### config.mk
export PLATFORM = sky130hd
export DESIGN_NAME = rfg_victim_unit
export DESIGN_NICKNAME = d
export VERILOG_FILES = /design/src/rtl/rfg_pkg.sv /design/src/rtl/rfg_line_meta.sv /design/src/rtl/rfg_class_stats.sv /design/src/rtl/rfg_victim_pick.sv /design/src/rtl/rfg_victim_unit.sv
export SDC_FILE = /design/constraint.sdc
export NUM_CORES = 2
export LEC_CHECK = 0
export ABC_AREA = 1
export BUFFER_PORTS_ARGS = -buffer_cell sky130_fd_sc_hd__buf_2
export CAP_MARGIN = 20
export CORE_ASPECT_RATIO = 0.5
export CORE_UTILIZATION = 55
export CTS_BUF_LIST = sky130_fd_sc_hd__clkbuf_4 sky130_fd_sc_hd__clkbuf_8
export CTS_CLUSTER_DIAMETER = 80
export DETAILED_ROUTE_END_ITERATION = 10
export HOLD_SLACK_MARGIN = 0.02
export PLACE_DENSITY = 0.73
export REMOVE_ABC_BUFFERS = 1
export SYNTH_ARGS = -nofsm -noshare
export SYNTH_HDL_FRONTEND = slang
export SYNTH_HIERARCHICAL = 1
export SYNTH_SLANG_ARGS = --single-unit
export TNS_END_PERCENT = 5
### constraint.sdc
create_clock -name clk -period 15.7 [get_ports clk]
set_input_delay 0.785 -clock clk [delete_from_list [all_inputs] [get_ports clk]]
set_output_delay 0.785 -clock clk [all_outputs]
set_load 0.005 [all_outputs]
### src/rtl/rfg_pkg.sv
package rfg_pkg;
  // Bit index of the highest set bit; 0 when the value is 0 or 1.
  function automatic int lead_pos(input logic [31:0] g);
    int p;
    p = 0;
    for (int i = 0; i < 32; i++) begin
      if (g[i]) p = i;
    end
    return p;
  endfunction

  // Fixed-point reciprocal approximation of a gap with FRAC fraction bits.
  function automatic int recip_shift(input logic [31:0] g, input int frac);
    return frac - lead_pos(g);
  endfunction
endpackage

### src/rtl/rfg_line_meta.sv
module rfg_line_meta #(
  parameter int SETS = 8,
  parameter int WAYS = 4,
  parameter int TS_W = 8,
  parameter int RC_W = 3,
  localparam int SET_W = $clog2(SETS),
  localparam int WAY_W = $clog2(WAYS)
) (
  input  logic                       clk,
  input  logic                       rst_n,
  input  logic                       acc_valid,
  input  logic [SET_W-1:0]           acc_set,
  input  logic [WAY_W-1:0]           acc_way,
  input  logic                       acc_hit,
  input  logic [TS_W-1:0]            time_now,
  input  logic [SET_W-1:0]           rd_set,
  output logic                       hit_evt,
  output logic [RC_W-1:0]            hit_class,
  output logic [TS_W-1:0]            hit_gap,
  output logic [WAYS-1:0]            rd_valid,
  output logic [WAYS-1:0][RC_W-1:0]  rd_class
);
  localparam logic [RC_W-1:0] RC_MAX = '1;

  logic             val_q [SETS][WAYS];
  logic [RC_W-1:0]  rc_q  [SETS][WAYS];
  logic [TS_W-1:0]  ts_q  [SETS][WAYS];
  logic             fill_evt;

  assign hit_evt   = acc_valid && acc_hit && val_q[acc_set][acc_way];
  assign fill_evt  = acc_valid && !acc_hit;
  assign hit_class = rc_q[acc_set][acc_way];
  assign hit_gap   = time_now - ts_q[acc_set][acc_way];

  always_comb begin
    for (int w = 0; w < WAYS; w++) begin
      rd_valid[w] = val_q[rd_set][w];
      rd_class[w] = rc_q[rd_set][w];
    end
  end

  always_ff @(posedge clk or negedge rst_n) begin
    if (!rst_n) begin
      for (int s = 0; s < SETS; s++) begin
        for (int w = 0; w < WAYS; w++) begin
          val_q[s][w] <= 1'b0;
          rc_q[s][w]  <= '0;
          ts_q[s][w]  <= '0;
        end
      end
    end else if (fill_evt) begin
      val_q[acc_set][acc_way] <= 1'b1;
      rc_q[acc_set][acc_way]  <= RC_W'(1);
      ts_q[acc_set][acc_way]  <= time_now;
    end else if (hit_evt) begin
      if (hit_class != RC_MAX) rc_q[acc_set][acc_way] <= hit_class + 1'b1;
      ts_q[acc_set][acc_way] <= time_now;
    end
  end
endmodule

### src/rtl/rfg_class_stats.sv
module rfg_class_stats
  import rfg_pkg::*;
#(
  parameter int TS_W = 8,
  parameter int RC_W = 3,
  parameter int SC_W = 4,
  localparam int NCLS  = 1 << RC_W,
  localparam int ACC_W = SC_W + TS_W + 1,
  localparam int WT_W  = TS_W + 1
) (
  input  logic                       clk,
  input  logic                       rst_n,
  input  logic                       hit_evt,
  input  logic [RC_W-1:0]            hit_class,
  input  logic [TS_W-1:0]            hit_gap,
  output logic [NCLS-1:0][WT_W-1:0]  cls_wt,
  output logic                       samp_sat_evt,
  output logic [WT_W-1:0]            wt_upd_val
);
  localparam logic [SC_W-1:0] SC_MAX  = '1;
  localparam logic [SC_W-1:0] SC_HALF = SC_W'(1 << (SC_W - 1));

  logic [ACC_W-1:0] acc_q [NCLS];
  logic [SC_W-1:0]  cnt_q [NCLS];
  logic [RC_W-1:0]  rr_q;
  logic [ACC_W-1:0] contrib;
  logic [ACC_W-1:0] acc_sum;

  assign contrib      = ACC_W'(1) << recip_shift(32'(hit_gap), TS_W);
  assign acc_sum      = acc_q[hit_class] + contrib;
  assign samp_sat_evt = hit_evt && (cnt_q[hit_class] == SC_MAX);
  assign wt_upd_val   = (cnt_q[rr_q] == '0) ? '0
                        : WT_W'(acc_q[rr_q] / ACC_W'(cnt_q[rr_q]));

  always_ff @(posedge clk or negedge rst_n) begin
    if (!rst_n) begin
      for (int c = 0; c < NCLS; c++) begin
        acc_q[c]  <= '0;
        cnt_q[c]  <= '0;
        cls_wt[c] <= '0;
      end
      rr_q <= '0;
    end else begin
      cls_wt[rr_q] <= wt_upd_val;
      rr_q         <= rr_q + 1'b1;
      if (samp_sat_evt) begin
        acc_q[hit_class] <= acc_sum >> 1;
        cnt_q[hit_class] <= SC_HALF;
      end else if (hit_evt) begin
        acc_q[hit_class] <= acc_sum;
        cnt_q[hit_class] <= cnt_q[hit_class] + 1'b1;
      end
    end
  end
endmodule

### src/rtl/rfg_victim_pick.sv
module rfg_victim_pick #(
  parameter int WAYS = 4,
  parameter int RC_W = 3,
  parameter int WT_W = 9,
  localparam int NCLS  = 1 << RC_W,
  localparam int WAY_W = $clog2(WAYS)
) (
  input  logic [WAYS-1:0]            rd_valid,
  input  logic [WAYS-1:0][RC_W-1:0]  rd_class,
  input  logic [NCLS-1:0][WT_W-1:0]  cls_wt,
  output logic [WAY_W-1:0]           pick_way,
  output logic                       pick_inv_any
);
  logic [WT_W-1:0] best;

  always_comb begin
    pick_way     = '0;
    pick_inv_any = 1'b0;
    best         = cls_wt[rd_class[0]];
    for (int w = 0; w < WAYS; w++) begin
      if (!rd_valid[w] && !pick_inv_any) begin
        pick_inv_any = 1'b1;
        pick_way     = WAY_W'(w);
      end
    end
    if (!pick_inv_any) begin
      for (int w = 1; w < WAYS; w++) begin
        if (cls_wt[rd_class[w]] < best) begin
          best     = cls_wt[rd_class[w]];
          pick_way = WAY_W'(w);
        end
      end
    end
  end
endmodule

### src/rtl/rfg_victim_unit.sv
module rfg_victim_unit #(
  parameter int SETS = 8,
  parameter int WAYS = 4,
  parameter int TS_W = 8,
  parameter int RC_W = 3,
  parameter int SC_W = 4,
  localparam int SET_W = $clog2(SETS),
  localparam int WAY_W = $clog2(WAYS),
  localparam int NCLS  = 1 << RC_W,
  localparam int WT_W  = TS_W + 1
) (
  input  logic             clk,
  input  logic             rst_n,
  input  logic             acc_valid,
  input  logic [SET_W-1:0] acc_set,
  input  logic [WAY_W-1:0] acc_way,
  input  logic             acc_hit,
  input  logic             rep_req,
  input  logic [SET_W-1:0] rep_set,
  output logic [WAY_W-1:0] vic_way,
  output logic             vic_valid
);
  logic [TS_W-1:0]            time_now;
  logic                       hit_evt;
  logic [RC_W-1:0]            hit_class;
  logic [TS_W-1:0]            hit_gap;
  logic [WAYS-1:0]            rd_valid;
  logic [WAYS-1:0][RC_W-1:0]  rd_class;
  logic [NCLS-1:0][WT_W-1:0]  cls_wt;
  logic                       samp_sat_evt;
  logic [WT_W-1:0]            wt_upd_val;
  logic [WAY_W-1:0]           pick_way;
  logic                       pick_inv_any;

  always_ff @(posedge clk or negedge rst_n) begin
    if (!rst_n) time_now <= '0;
    else if (acc_valid) time_now <= time_now + 1'b1;
  end

  rfg_line_meta #(.SETS(SETS), .WAYS(WAYS), .TS_W(TS_W), .RC_W(RC_W)) u_meta (
    .clk(clk), .rst_n(rst_n), .acc_valid(acc_valid), .acc_set(acc_set),
    .acc_way(acc_way), .acc_hit(acc_hit), .time_now(time_now), .rd_set(rep_set),
    .hit_evt(hit_evt), .hit_class(hit_class), .hit_gap(hit_gap),
    .rd_valid(rd_valid), .rd_class(rd_class)
  );

  rfg_class_stats #(.TS_W(TS_W), .RC_W(RC_W), .SC_W(SC_W)) u_stats (
    .clk(clk), .rst_n(rst_n), .hit_evt(hit_evt), .hit_class(hit_class),
    .hit_gap(hit_gap), .cls_wt(cls_wt), .samp_sat_evt(samp_sat_evt),
    .wt_upd_val(wt_upd_val)
  );

  rfg_victim_pick #(.WAYS(WAYS), .RC_W(RC_W), .WT_W(WT_W)) u_pick (
    .rd_valid(rd_valid), .rd_class(rd_class), .cls_wt(cls_wt),
    .pick_way(pick_way), .pick_inv_any(pick_inv_any)
  );

  always_ff @(posedge clk or negedge rst_n) begin
    if (!rst_n) begin
      vic_way   <= '0;
      vic_valid <= 1'b0;
    end else begin
      vic_valid <= rep_req;
      if (rep_req) vic_way <= pick_way;
    end
  end
endmodule

# ---- Word-level counts from Yosys, hierarchy flattened
# Index checks and enable logic that the tools add are counted.
dict set report word_totals {
  reg_bits 606
  inputBits 13
  output_inout_bits 3
  word_cells 286
}
dict set report op_classes {
  addsub 7
  div 1
  order_cmp 17
  n_eq_ne 2
  shifts 1
  mux 100
  bitwise 12
  reduce_logical 22
}
# op count
set ops {}
lappend ops {{256-bit 2-to-1 mux} 2}
lappend ops {{32-bit 2-to-1 mux} 11}
lappend ops {{96-bit 2-to-1 mux} 3}
lappend ops {{256-bit bitwise mux} 1}
lappend ops {{104-bit bitwise mux} 2}
lappend ops {{104-bit 2-to-1 mux} 2}
lappend ops {{9-bit binary-select mux with 3-bit select} 4}
lappend ops {{32-bit binary-select mux with 3-bit select} 1}
lappend ops {{96-bit bitwise mux} 1}
lappend ops {{32-bit demux with 3-bit select} 1}
lappend ops {{9-bit 2-to-1 mux} 10}
lappend ops {{13-bit binary-select mux with 3-bit select} 2}
lappend ops {{12-bit binary-select mux with 3-bit select} 2}
lappend ops {{72-bit bitwise mux} 1}
lappend ops {{13-bit 2-to-1 mux} 5}
lappend ops {{64-bit bitwise AND} 1}
lappend ops {{64-bit NOT} 1}
lappend ops {{32-bit bitwise OR} 2}
lappend ops {{12-bit 2-to-1 mux} 5}
lappend ops {{4-bit binary-select mux with 3-bit select} 4}
lappend ops {{4-bit 2-to-1 mux} 10}
lappend ops {{13-bit demux with 3-bit select} 1}
lappend ops {{12-bit demux with 3-bit select} 1}
lappend ops {{32-bit bitwise mux} 1}
lappend ops {{39 further kinds} 88}

# ---- Longest topological paths before layout
dict set report logic_depth {
  depth_word 21
  ltp_mapped 141
  ltp_nobuf 138
}

# ---- Modules after synthesis
# Netlist, hierarchy kept.
# module instances cells_per_inst area_per_inst_um2 seq_area_each_um2
set by_module_without_submodules {}
lappend by_module_without_submodules {rfg_line_meta 1 2752 19997.9 9609.2}
lappend by_module_without_submodules {rfg_class_stats 1 1815 13858.3 5280.1}
lappend by_module_without_submodules {rfg_victim_pick 1 626 3166.8 0.0}
lappend by_module_without_submodules {rfg_victim_unit 1 46 489.2 275.3}

# ---- Worst setup path after synthesis
# Ideal clock, no wire load.
dict set report synth_path {
  path_type {register to register}
  startpoint {reg u_stats.rr_q[0]}
  endpoint {reg u_stats/cls_wt[18] (netlist name)}
  setup_time_ns 0.118
  t_arrival_ns 17.155
  t_required_ns 15.582
  setup_slack_ns -1.573
  stages_incl_launch_ff 133
  path_buffers 4
  period_less_slack_ns 17.273
  path_cell_list {dfrtp_1 inv_2 buf_6 nand3_2 clkbuf_1 o22ai_1 a221oi_1 nand4_1 inv_1 ha_1 nand3_1 and2_1 ha_1 o21ai_0 nand2_1 nand2_2 nand3_1 nand2_1 [97 not listed] ha_1 a21oi_1 o21ai_0 a21oi_1 nand3_4 nor2_4 nand3_4 nand2_1 o21ai_0 ha_1 a21oi_1 o21bai_1 a21oi_1 nand3_1 nor2_2 nand2_4 nand3_1 nand2_1}
}
dict set report synth_between {
  elab_chain_cells 7
  word_cells_on_any_way 16
  cone_classes {div (1); order compare (2); mux (10); bitwise (1); reduce/logical (2)}
}
# element line
set synth_rtl {}
lappend synth_rtl {{start: declaration} rfg_class_stats.sv:25} ;# logic [RC_W-1:0] rr_q;
lappend synth_rtl {{start signal: assignment} rfg_class_stats.sv:45} ;# rr_q <= rr_q + 1'b1;
lappend synth_rtl {{3-bit NOT with 4-bit output (not written as such)} {rfg_class_stats.sv:32, rfg_class_stats.sv:33}}
lappend synth_rtl {{13-bit binary-select mux with 3-bit select or 4-bit binary-select mux with 3-bit select (tied branches)} {rfg_class_stats.sv:33, rfg_class_stats.sv:32}}
lappend synth_rtl {{13-bit 2-to-1 mux (not written as such) or 4-bit 2-to-1 mux (tied branches) (2 in series)} {rfg_class_stats.sv:33, rfg_class_stats.sv:32}}
lappend synth_rtl {{13-bit by 4-bit divider with 13-bit output or 4-bit zero test (tied branches)} {rfg_class_stats.sv:33, rfg_class_stats.sv:32}}
lappend synth_rtl {{9-bit 2-to-1 mux} rfg_class_stats.sv:32} ;# assign wt_upd_val = (cnt_q[rr_q] == '0) ? '0
lappend synth_rtl {{72-bit bitwise mux *} rfg_class_stats.sv:44} ;# cls_wt[rr_q] <= wt_upd_val;
lappend synth_rtl {{end signal: indexed assignment} rfg_class_stats.sv:44}
lappend synth_rtl {{end: declaration} rfg_class_stats.sv:16} ;# output logic [NCLS-1:0][WT_W-1:0] cls_wt,
# Every way passes the cells marked *; elsewhere a longest branch is shown, timed or not. The select of a mux whose other input is x is not followed.
# A chain may end at the register's enable or synchronous reset.

# ---- Final worst setup path
dict set report layout_path {
  startpoint {reg u_stats.rr_q[2]}
  endpoint {reg u_stats/cls_wt[9] (netlist name)}
}
# The elaborated chain is that of the path after synthesis.

==> results.sh <==
export IMPL_grt_max_degree=168
export IMPL_die_area_mm2=0.0693
export IMPL_dr_wl_met2_um=61400
export IMPL_grt_pass1_vias=37300
export IMPL_min_path_type="in2async"
export IMPL_rows=67
export IMPL_fill_cells=6000
export IMPL_routedWlPerCell_um=22.4
export IMPL_cts_root_buf="clkbuf_8"
export IMPL_dp_hpwl_um=91400
export IMPL_setup_ws_ps=79.4
export IMPL_die_y_um=187
export IMPL_fmax_ghz=0.0640
export IMPL_worstSetupEndpointType="flop"
export IMPL_h_tree_depth=3
export IMPL_clock_latency_ps=780
export IMPL_avgSynthCellArea_um2=7.16
export IMPL_period_minus_slack_ps=15620
export IMPL_cp_slowest_cell="dfrtp_2"
export IMPL_reg2reg_depth=131
export IMPL_start_util_pct=55.8
export IMPL_area_growth_pct=14.3
export IMPL_gp_congestion=1.04
export IMPL_path_class="reg2reg"
export IMPL_rsz0062_at_grt="yes"
export IMPL_status="finished, final reports clean"
export IMPL_grt_ovfl_total=0
export IMPL_highest_layer="met4"
export IMPL_crit_fanout=8
export IMPL_r2r_setup_slack_ps=80
export IMPL_finClkSkew_ps=61.1
export IMPL_core_mm2=0.0671
export IMPL_dpl_cell_area_mm2=0.0399
export IMPL_portBuffers=15
export IMPL_relSlewSlack_pct=22.9
export IMPL_clk_pin_slew_worst_paths_ps=70
export IMPL_cts_tree="yes"
export IMPL_max_clock_path_buffers=3
export IMPL_grt_pass1_wl_um=216000
export IMPL_cts_hold_buffers=0
export IMPL_r2r_end="u_stats/cls_wt[9]"
export IMPL_final_antenna_net_count=0
export IMPL_clock_sinks=606
export IMPL_nNetsFinal=5513
export IMPL_slowest_delay_ps=470
export IMPL_io_pins=16
export IMPL_die_x_um=371
export IMPL_post_route_util_pct=63.8
export IMPL_vias=40100
export IMPL_design_area_mm2=0.0428
export IMPL_m1WireLength_um=54400
export IMPL_drc=0
export IMPL_cts_buffers=88
export IMPL_viasPerCell=6.29
export IMPL_syn_inst=5234
export IMPL_cp_data_required_time_ps=16310
export IMPL_dr_pass1_iters=7
export IMPL_met3_length_um=19300
export IMPL_drv_cap=0
export IMPL_drt_wl_total_um=143000
export IMPL_yosys_warnings=6
export IMPL_tightest_slew_ps=1150
export IMPL_slew_viol_final=0
export IMPL_drt_initial_drc_count=5712
export IMPL_worstSetupStartpointType="flop"
export IMPL_fin_crit_sh_pct=99.5
export IMPL_drive_above_1_share_pct=14.6
export IMPL_syn_area_mm2=0.0375
export IMPL_setup_viol=0
export IMPL_post_place_ws_ps=-1170
export IMPL_crit_arrival_ps=16230
export IMPL_hold_viol=0
export IMPL_antenna_found_initial=3
export IMPL_r2r_start="u_stats/rr_q[2]"
export IMPL_grt_use_total_pct=40.3
export IMPL_cpMostUsedCell="nand2_2"
## metrics by stage
stage / instances / hold WS [ps] / TNS [ps]
after floorplan: 4947 / 428 / -23260
after global placement: 6164 / 441 / -2950
after detailed placement: 6166 / 454 / -11560
after CTS: 6329 / 48.6 / -3830
after global routing: 6370 / 134 / -6950
final: 6373 / 61.6 / 0
## critical path: cells and delay by family (launching register included)
family	cells	cell delay, ps
compound gates	28	3110
fa+ha+maj	13	3620
flops	1	470
simple gates	63	6130
buf+inv	27	2050
## layout make-up
type,count,area (µm²),share of cell area [%]
Timing Repair Buffer,365,2800,6.53
Sequential cell,606,15200,35.4
Multi-Input combinational cell,3856,19900,46.4
Tap cell,897,1120,2.62
Clock inverter,16,224,0.523
Antenna cell,5,12.5,0.0292
Inverter,485,1850,4.32
Clock buffer,143,1780,4.16
## worst max path at each step
stage               slack (ps)                 end             from  cells past startpoint
global placement          -390  u_stats/cls_wt[18]  u_stats/rr_q[2]                    127
finish                      80   u_stats/cls_wt[9]  u_stats/rr_q[2]                    131
CTS                       -510  u_stats/cls_wt[18]  u_stats/rr_q[2]                    129
global route              -870   u_stats/cls_wt[9]  u_stats/rr_q[2]                    131
floorplan                -1900  u_stats/cls_wt[18]  u_stats/rr_q[0]                    127
detailed placement       -1170  u_stats/cls_wt[18]  u_stats/rr_q[2]                    128
## placed cells by master, fill, tap and decap left out, drive strengths merged, types with 9 or more instances in the layout
cell type     n
o2111ai      18
o21ai       391
o22ai       108
nor2        240
xnor2        13
a31oi        29
nand4        74
or2          11
buf         364
ha           96
a21oi       241
clkinv       28
o21bai        9
a22oi        32
clkbuf      144
nand2      1826
a221oi       57
o221ai       86
o211ai       11
nand3       523
dfrtp       606
inv         469
nor3         19
xor2         28
## layer usage
metal	GRT usage [%]	vias to the layer above
met2	60.0	2862
met3	10.8	607
li1	-	17800
met4	19.3	0
met5	0	-
met1	54.5	18800
## what timing repair did
| action | 4_1_cts | 5_1_grt |
|---|---|---|
| pin swaps | 6 | 95 |
| setup buffers | 4 | 35 |
| setup endpoints to repair | 16 | 24 |
| resized for setup | 23 | 150 |
## state kept, by name, indices dropped and copies added, names as in the netlist
register and cells:
u_meta/ts_q 256, u_stats/acc_q 104, u_meta/rc_q 96, u_stats/cls_wt 72, u_meta/val_q 32, u_stats/cnt_q 32
time_now 8, u_stats/rr_q 3, vic_way 2, vic_valid 1
Power is left out: the tool's default activity adds up to more than one toggle a clock period on the data nets, which glitch-free logic cannot reach.
